**src/rtl/rp_pe.sv**
```systemverilog
module rp_pe #(
  parameter int ACT_W     = 7,
  parameter int MAX_TERMS = 8,
  parameter bit COMP_MODE = 1'b0,
  parameter int PSUM_W    = ACT_W + 9 + $clog2(MAX_TERMS)
) (
  input  logic                     clk,
  input  logic                     rst_n,
  input  logic                     load_en,
  input  logic [4:0]               wt_in,
  input  logic                     en,
  input  logic signed [ACT_W-1:0]  act_in,
  output logic signed [ACT_W-1:0]  act_out,
  input  logic signed [PSUM_W-1:0] psum_in,
  output logic signed [PSUM_W-1:0] psum_out
);

  localparam int WEFF_W = 9;
  localparam int PROD_W = WEFF_W + ACT_W;

  logic [4:0]               wt_q;
  logic signed [WEFF_W-1:0] w_eff;
  logic signed [PROD_W-1:0] prod;
  logic                     primed;

  generate
    if (COMP_MODE) begin : g_comp
      assign w_eff = wt_q[4] ? {{5{wt_q[3]}}, wt_q[2:0], 1'b1} : '0;
    end else begin : g_main
      assign w_eff = wt_q[4] ? {wt_q[3], wt_q[3:0], 4'b0000}
                             : {{4{wt_q[3]}}, wt_q[3:0], 1'b1};
    end
  endgenerate

  assign prod = w_eff * act_in;

  always_ff @(posedge clk) begin
    if (!rst_n) begin
      wt_q     <= '0;
      act_out  <= '0;
      psum_out <= '0;
      primed   <= 1'b0;
    end else begin
      primed  <= 1'b1;
      act_out <= act_in;
      if (load_en) wt_q <= wt_in;
      if (en) psum_out <= psum_in + PSUM_W'(prod);
    end
  end

  AST_ACT_FORWARD: assert property (@(posedge clk) disable iff (!rst_n)
    primed |-> act_out == $past(act_in));

  AST_PSUM_HOLD: assert property (@(posedge clk) disable iff (!rst_n)
    (primed && !$past(en)) |-> $stable(psum_out));

  AST_WEIGHT_HOLD: assert property (@(posedge clk) disable iff (!rst_n)
    (primed && !$past(load_en)) |-> $stable(wt_q));

  AST_RESET_CLEAR: assert property (@(posedge clk)
    $past(!rst_n) |-> (psum_out == '0 && act_out == '0));

  generate
    if (COMP_MODE) begin : g_comp_chk
      AST_INVALID_ZERO: assert property (@(posedge clk) disable iff (!rst_n)
        (en && !wt_q[4]) |=> psum_out == $past(psum_in));
    end else begin : g_main_chk
      AST_COMPACT_ODD: assert property (@(posedge clk) disable iff (!rst_n)
        (en && !wt_q[4] && act_in == 1) |=> (psum_out - $past(psum_in)) % 2 != 0);
    end
  endgenerate

endmodule

```
**config.mk**
```make
export PLATFORM = sky130hd
export DESIGN_NAME = rp_pe
export DESIGN_NICKNAME = d
export VERILOG_FILES = /design/src/rtl/rp_pe.sv
export SDC_FILE = /design/constraint.sdc
export NUM_CORES = 1
export LEC_CHECK = 0
export BUFFER_PORTS_ARGS = -buffer_cell sky130_fd_sc_hd__buf_2
export CAP_MARGIN = 15
export CORE_MARGIN = 2
export CORE_UTILIZATION = 45
export DETAILED_ROUTE_END_ITERATION = 8
export PLACE_DENSITY = 0.67
export RECOVER_POWER = 25
export SLEW_MARGIN = 20
export SYNTH_ARGS = -nofsm -noshare
export SYNTH_HDL_FRONTEND = slang
export SYNTH_SLANG_ARGS = --single-unit
```
**constraint.sdc**
```tcl
create_clock -name clk -period 4.75 [get_ports clk]
set_input_delay 0.7125 -clock clk [delete_from_list [all_inputs] [get_ports clk]]
set_output_delay 0.7125 -clock clk [all_outputs]
set_load 0.02 [all_outputs]
```
Word level (Yosys, flattened, before mapping)
Index checks and enable logic that the tools add are counted.
{ "word_totals": {"regBits": 31, "output_inout_bits": 26, "inputBits": 35} }
{ "op_classes": {"n_addsub": 1, "n_mux": 1, "n_mul": 1} }
{ "op_table": {"columns": ["op", "n"], "rows": [
  ["adder 19 x 15 -> 19 bit", 1],
  ["multiplier 8 x 7 -> 15 bit", 1],
  ["2-to-1 mux 7 bit", 1]
]} }

Depth between registers and ports, before layout
Gate-level depths: netlist of the first run.
{ "logic_depth": {"ltp_word": 3, "depth_mapped": 19} }

Least setup slack after synthesis of the first run
Ideal clock, no wire load.
{ "synth_timing": {"path_type": "flip-flop to flip-flop", "startpoint": "register wt_q[4]", "endpoint": "register psum_out[18]", "arrival_time_ns": 4.616, "setup_time_ns": 0.074, "path_slack_ns": 0.060, "n_path_buf": 1, "synth_period_minus_slack_ns": 4.690, "stages_incl_launch_ff": 17, "cell_sequence": "dfxtp_1 clkbuf_1 a21oi_1 nand2b_1 fa_1 inv_1 fa_1 fa_1 inv_1 fa_1 inv_1 ha_1 or3_1 o211ai_1 a21oi_1 or3_1 a31oi_1"} }
{ "synth_via": {"elab_chain_cells": 3} }
{ "synth_lines": {"columns": ["element", "line", "text"], "rows": [
  ["start: declaration", "21", "logic [4:0] wt_q;"],
  ["start signal: assignment", "46", "if (load_en) wt_q <= wt_in;"],
  ["2-to-1 mux 7 bit", "30", "assign w_eff = wt_q[4] ? {wt_q[3], wt_q[3:0], 4'b0000}"],
  ["multiplier 8 x 7 -> 15 bit", "35", "assign prod = w_eff * act_in;"],
  ["adder 19 x 15 -> 19 bit", "47", "if (en) psum_out <= psum_in + PSUM_W'(prod);"],
  ["end signal: assignment", "47", null],
  ["end: declaration", "15", "output logic signed [PSUM_W-1:0] psum_out"]
]} }
No other way between the ends.
A chain may end at the register's enable or synchronous reset.

Worst setup path after layout of the first run
Same ends and word-level chain as after synthesis.

==> Implementation_results.wiki, run 1 <==
{| class="wikitable"
! Metric !! Value
|-
| Status || finished clean
|-
| Final Util || 57.6%
|-
| Chip Height || 102 um
|-
| CTS clock-pin slew for the worst setup and hold paths || 0.08 ns
|-
| Clock tree sinks || 31
|-
| Global-route wire length before repair || 16200 um
|-
| Post-synthesis async set-or-reset flop share || 0%
|-
| Max-slew headroom at the worst pin || 56.8%
|-
| Clock root buffer master || clkbuf_8
|-
| Initial antenna violation count || 0
|-
| HPWL Detailed || 8160 um
|-
| Layout net count || 718
|-
| Fraction of final layout cells sized beyond drive strength 1 || 27.0%
|-
| Transition time of the tightest slew-check pin || 0.647 ns
|-
| Most frequent standard cell in the layout excluding fill and tap cells || inv_1
|-
| Vias per cell || 4.85
|-
| Number of rows in the core area || 35
|-
| Die Span X || 102 um
|-
| Pins Over Slew Limit || 0
|-
| Fraction of the mapped netlist area in adder cells || 44.8%
|-
| Maximum vdd ir drop || 0.416 mV
|-
| Count of H-tree levels built during CTS || 2
|-
| CTS buffer count || 5
|-
| Startpoint types || register
|-
| Slowest cell on the critical path || fa_1
|-
| Cell occurring most often along the worst timing path || fa_1
|-
| Final global-route overflow total || 0
|-
| Tmin final || 4.64 ns
|-
| CTS tree || built
|-
| Gr usage total || 19.5%
|-
| Final hold violations || 0
|-
| Count of boundary I/O pins || 61
|-
| Synthesized net count || 614
|-
| Fin Setup TNS || 0 ns
|-
| Number of flops mapped to enable cells by yosys || 0
|-
| Number of antenna-violating nets in the routed design || 0
|-
| Largest family of logic cells by synthesized area || adder cells
|-
| Series of cell instances along the critical path || nor2b_4, buf_6, a21oi_4, buf_6, nor2b_2, fa_1, fa_1, fa_1, inv_2, fa_1, inv_1, ha_2, or3_4, o211ai_1, a21oi_1, or3_1, a31oi_1
|-
| Post-synthesis xor/xnor area fraction || 3.18%
|-
| Cells after Synth || 465
|-
| Core region area || 9330 um2
|-
| Routed wire length || 9770 um
|-
| Clk_skew || 0.00730 ns
|-
| Die ar. || 10500 um2
|-
| Number of design rule violations left after detail routing || 0
|-
| Final setup fails || 0
|-
| Worst-path maximum fanout || 7
|-
| Leakage power || 2.80 nW
|-
| Clock latency at the later pin of the worst-skew pair || 0.29 ns
|-
| Antenna Diode Count || 0
|-
| Top area cells in the synthesized netlist || fa_1 (32%), dfxtp_1 (14%), ha_1 (13%), inv_1 (9.3%), nor2b_1 (5.2%)
|-
| Class of the tightest hold or removal check || reg2reg
|-
| Most used flip-flop cell after synthesis || dfxtp_1
|-
| Proportion of synthesized chip area in sequential cells || 14.2%
|-
| # port buffers || 60
|-
| Avg Synthesized Cell Area || 9.38 um2
|-
| Highest-count cells in the layout ignoring fill and taps || inv_1 (105), fa_1 (67), buf_2 (59), buf_4 (46), ha_1 (40)
|-
| Pin count of the biggest net entering global routing || 41
|-
| Reported max-cap violation count || 0
|-
| Synth top area share || 32.1%
|-
| Critical path start-end classification || reg2reg
|-
| Placed Instances || 682
|-
| Post-route cell area || 5380 um2
|-
| CP Capture Type || register
|-
| Bufs on Longest Clock Path || 2
|-
| Area Growth Syn to Fin || 23.2%
|-
| Power per standard cell area || 416 nW/um2
|-
| Routed len/inst || 14.0 um
|-
| Hold WS || 0.481 ns
|-
| Final cell count without fillers || 699
|-
| Unrepaired setup endpoints after global routing || yes
|-
| Proportion of synthesized area in mux cells || 3.01%
|-
| Achievable Freq || 216 MHz
|-
| Final RePlAce weighted congestion || 0.884
|-
| Number of buffers inserted by hold repair at cts || 0
|-
| Vias in the first global route || 3516
|-
| Worst EP required || 4.97 ns
|-
| Detailed-route via count || 3390
|-
| Slowest stage delay, CP || 0.56 ns
|-
| Netlist cell types || 45
|-
| Pre-antenna DRT Iters || 4
|-
| Warning count from the yosys run || 0
|-
| Signal arrival time at the worst endpoint || 4.86 ns
|-
| Post-Synth Simple-Gate Area || 15.9%
|-
| Area of the mapped netlist || 4360 um2
|-
| Largest area contributor in the netlist || fa_1
|-
| 1st-iter DRT viols || 75
|-
| Synth Area in Compound Gates || 7.92%
|-
| Seq cells post-synth || 31
|-
| Crit share post-route || 97.6%
|-
| Starting density of the core || 46.8%
|-
| Post-detailed-placement cell area || 5040 um2
|}
[path summary, 6_finish.rpt]
check              start            to  slack, ns  depth (start not counted)
max              wt_q[4]  psum_out[18]       0.11                         17
min          psum_out[8]   psum_out[8]       0.48                          2
max reg2reg      wt_q[4]  psum_out[18]       0.11                         17
min reg2reg  psum_out[8]   psum_out[8]       0.48                          2
[synth_stat cells (2+ instances only)]
library cell and instances:
inv_1 108, fa_1 70, ha_1 44, nor2b_1 36
dfxtp_1 31, nand2_1 23, and2_1 21, a21oi_1 15
mux2i_1 12, nand2b_1 9, xnor2_1 8, o21ai_1 7
a21o_1 6, clkbuf_1 6, nand3b_1 6, nor2_1 6
xor2_1 6, o211ai_1 5, buf_6 4, nand3_1 4
o21ai_0 4, a211oi_1 3, a31oi_1 3, and2_2 2
and3_1 2, nand4b_1 2, nor3_1 2, o211a_1 2
or3_1 2
[through the flow]
step,setup slack (ns),power [mW]
CTS,0.0164,2.14
detailed placement,-0.134,1.85
finish,0.114,2.23
global placement,-0.0663,1.83
global route,-0.0371,2.45
floorplan,0.0600,1.37
[layout make-up]
cell class	instances	area, um2
Timing Repair Buffer	108	667
Fill cell	871	3950
Tap cell	129	161
Multi-Input combinational cell	315	3400
Clock buffer	5	68.8
Sequential cell	31	626
Inverter	108	405
Clock inverter	3	43.8
[routing by layer]
metal | vias up | track usage [%] | share of wire (%)
li1 | 1644 | - | -
met1 | 1660 | 25.5 | 43
met2 | 70 | 34.1 | 52
met3 | 16 | 4.24 | 4.2
met4 | 0 | 2.67 | 1.2
met5 | - | 0 | 0
[power by group]
part           internal, mW  switching (mW)  total [mW]
registers             0.316          0.0271       0.343
clock network         0.156           0.120       0.276
logic                 0.756           0.859        1.61
[logic make-up after synthesis]
group | after synthesis
mux | 13
xor+xnor | 15
compound gates | 53
buf+inv | 119
simple gates | 120
flops | 31
fa+ha+maj | 114
[critical path: cells and delay by family, from the launching register on]
family                   cells  cell delay (ns)
AO/OA/AOI/OAI                4             0.76
adder cells (fa/ha/maj)      5             2.25
buffers and inverters        4             0.34
flip-flops                   1             0.40
AND/OR/NAND/NOR              4             0.82
[sequential cells by signal, indices dropped and copies added, names as in the netlist]
name and flops:
act_out 7, psum_out 19, wt_q 5
[what timing repair did]
action | 4_1_cts | 5_1_grt
buffers inserted | 1 | 8
setup endpoints to repair | 6 | 8
gates resized for setup | 5 | 35
pin swaps | 1 | 29
(Power assumes the default switching activity.)
==> run 2, diff against run 1 <==
- BUFFER_PORTS_ARGS: -buffer_cell sky130_fd_sc_hd__buf_2 -> unset
- DONT_BUFFER_PORTS: unset -> 1
- PLACE_DENSITY: 0.67 -> 0.61
==> run 2 against run 1 <==
Compared with the run above: first-iteration DRC count decreased by 25%; worst hold slack improved by 0.032 ns; clock skew increased by 0.0054 ns; global-route usage decreased by 0.36 points; clock power increased by 13%; wire length decreased by 7.1%; largest power group unchanged.
==> Implementation_results.wiki, run 2 (synthesized netlist as in run 1, its figures left out) <==
{| class="wikitable"
! Metric !! Value
|-
| Highest-count cells in the layout ignoring fill and taps || inv_1 (106), fa_1 (66), ha_1 (42), nor2b_1 (33), dfxtp_1 (29)
|-
| Total buffers and inverters traversed by the critical path || 6
|-
| Number of buffers inserted by hold repair at cts || 0
|-
| Max-slew headroom at the worst pin || 75.1%
|-
| Number of rows in the core area || 35
|-
| Leakage power || 2.43 nW
|-
| Filler Cell Count || 867
|-
| Final cell count without fillers || 616
|-
| Pins Over Slew Limit || 0
|-
| Area Growth Syn to Fin || 11.4%
|-
| Crit share post-route || 96.0%
|-
| Bufs on Longest Clock Path || 2
|-
| Portion of total power attributed to sequential cells || 20.3%
|-
| Die Span X || 102 um
|-
| Most frequent standard cell in the layout excluding fill and tap cells || inv_1
|-
| Clock tree sinks || 31
|-
| Starting density of the core || 46.8%
|-
| Routed len/inst || 14.7 um
|-
| Final RePlAce weighted congestion || 0.855
|-
| CTS tree || built
|-
| Core region area || 9330 um2
|-
| Vias in the first global route || 3235
|-
| Global-route wire length before repair || 15700 um
|-
| Post-route cell area || 4860 um2
|-
| Routed wire length || 9080 um
|-
| Vias per cell || 4.90
|-
| Worst-path maximum fanout || 7
|-
| Series of cell instances along the critical path || nor2b_4, a21oi_1, buf_4, nor2b_1, fa_1, inv_1, fa_1, inv_1, fa_1, inv_1, fa_1, inv_1, ha_1, buf_4, o211ai_1, a21o_1, a32o_2, nor2_1, o2111ai_1, o311ai_1
|-
| Number of antenna-violating nets in the routed design || 0
|-
| Achievable Freq || 219 MHz
|-
| Gr usage total || 19.2%
|-
| Count of H-tree levels built during CTS || 2
|-
| Fraction of final layout cells sized beyond drive strength 1 || 12.9%
|-
| Die ar. || 10500 um2
|-
| Slowest stage delay, CP || 0.54 ns
|-
| Pre-antenna DRT Iters || 4
|-
| CP Capture Type || register
|-
| Internal power || 1.14 mW
|-
| Comb pwr share || 64.5%
|-
| Post-layout total power || 2.06 mW
|-
| Final setup fails || 0
|-
| Maximum vdd ir drop || 0.238 mV
|-
| Chip Height || 102 um
|-
| Placed Instances || 604
|-
| Transition time of the tightest slew-check pin || 0.371 ns
|-
| Antenna Diode Count || 0
|-
| Cell family contributing the most delay on the critical path || adder cells
|-
| Startpoint types || register
|-
| CTS clock-pin slew for the worst setup and hold paths || 0.08 ns
|-
| Layout net count || 635
|-
| Pin count of the biggest net entering global routing || 41
|-
| Reported max-cap violation count || 0
|-
| Tmin final || 4.56 ns
|-
| Clk_skew || 0.0127 ns
|-
| Count of boundary I/O pins || 61
|-
| HPWL Detailed || 7610 um
|-
| Register containing the most flip-flops in the final layout || psum_out
|-
| Final global-route overflow total || 0
|-
| Initial antenna violation count || 0
|-
| Class of the tightest hold or removal check || in2reg
|-
| Worst EP required || 4.91 ns
|-
| Final Util || 52.1%
|-
| Signal arrival time at the worst endpoint || 4.72 ns
|-
| Slowest cell on the critical path || fa_1
|-
| Clock latency at the later pin of the worst-skew pair || 0.29 ns
|-
| Max reg flops || 19
|-
| Clock root buffer master || clkbuf_8
|-
| # port buffers || 0
|-
| Net Sw Frac || 44.6%
|-
| Fin Setup TNS || 0 ns
|-
| Critical path start-end classification || reg2reg
|-
| CTS buffer count || 5
|-
| Final hold violations || 0
|-
| Status || finished clean
|-
| Psw || 0.919 mW
|-
| Clock share of power || 15.2%
|-
| Detailed-route via count || 3017
|-
| 1st-iter DRT viols || 56
|-
| Number of design rule violations left after detail routing || 0
|-
| Power per standard cell area || 424 nW/um2
|-
| Largest regs || psum_out (19), act_out (7), wt_q (5)
|-
| Post-detailed-placement cell area || 4610 um2
|}
[run 2: cell types whose count changed in the layout (fill, tap and decap cells not counted), moves of 2 or more]
cell | before | now
and2_0 | 0 | 2
and2_1 | 20 | 18
buf_2 | 59 | 0
buf_4 | 46 | 25
buf_6 | 2 | 0
ha_1 | 40 | 42
ha_4 | 2 | 0
nand2_1 | 21 | 23
nand2_2 | 2 | 0
nor2b_1 | 30 | 33
nor2b_2 | 4 | 2
[run 2: worst paths after layout]
kind | startpoint | end | slack (ns) | depth (start not counted)
max reg2reg | wt_q[3] | psum_out[13] | 0.19 | 20
min reg2reg | wt_q[2] | wt_q[2] | 0.56 | 2
min | en | psum_out[16] | 0.51 | 1
max | wt_q[3] | psum_out[13] | 0.19 | 20
[run 2: stage by stage]
stage                     setup WS (ns)  hold WS [ns]
after global placement           0.0591         0.535
after detailed placement         0.0151         0.548
after global routing            -0.0333         0.497
after floorplan                  0.0600         0.498
final                             0.188         0.513
after CTS                        0.0531         0.495
[run 2: final cells by class]
| cell class | count | area, um2 | area share [%] |
|---|---|---|---|
| inverter | 108 | 405 | 8.34 |
| clock buffer | 6 | 72.6 | 1.49 |
| sequential | 31 | 626 | 12.9 |
| tap | 129 | 161 | 3.32 |
| multi-input combinational | 315 | 3350 | 68.9 |
| clock inverter | 2 | 60.1 | 1.24 |
| timing repair buffer | 25 | 188 | 3.86 |
[run 2: power groups by stage]
stage | Combinational, mW | Sequential [mW] | Clock, mW
6_report | 1.33 | 0.418 | 0.313
3_3_place_gp | 1.25 | 0.425 | 0
4_1_cts | 1.28 | 0.420 | 0.318
3_5_place_dp | 1.26 | 0.425 | 0
2_1_floorplan | 0.959 | 0.411 | 0
5_1_grt | 1.53 | 0.425 | 0.331
[run 2: metal layers]
metal | track usage, % | routed length (um) | vias to the layer above
li1 | - | - | 1475
met1 | 28.3 | 4340 | 1471
met2 | 29.3 | 4210 | 64
met3 | 3.90 | 467 | 7
met4 | 3.90 | 60 | 0
met5 | 0 | 0 | -
[run 2: timing repair]
item,CTS,global route
cloned,0,0
gates resized for setup,2,28
setup endpoints to repair,1,7
pin swaps,0,15
setup buffers,0,4
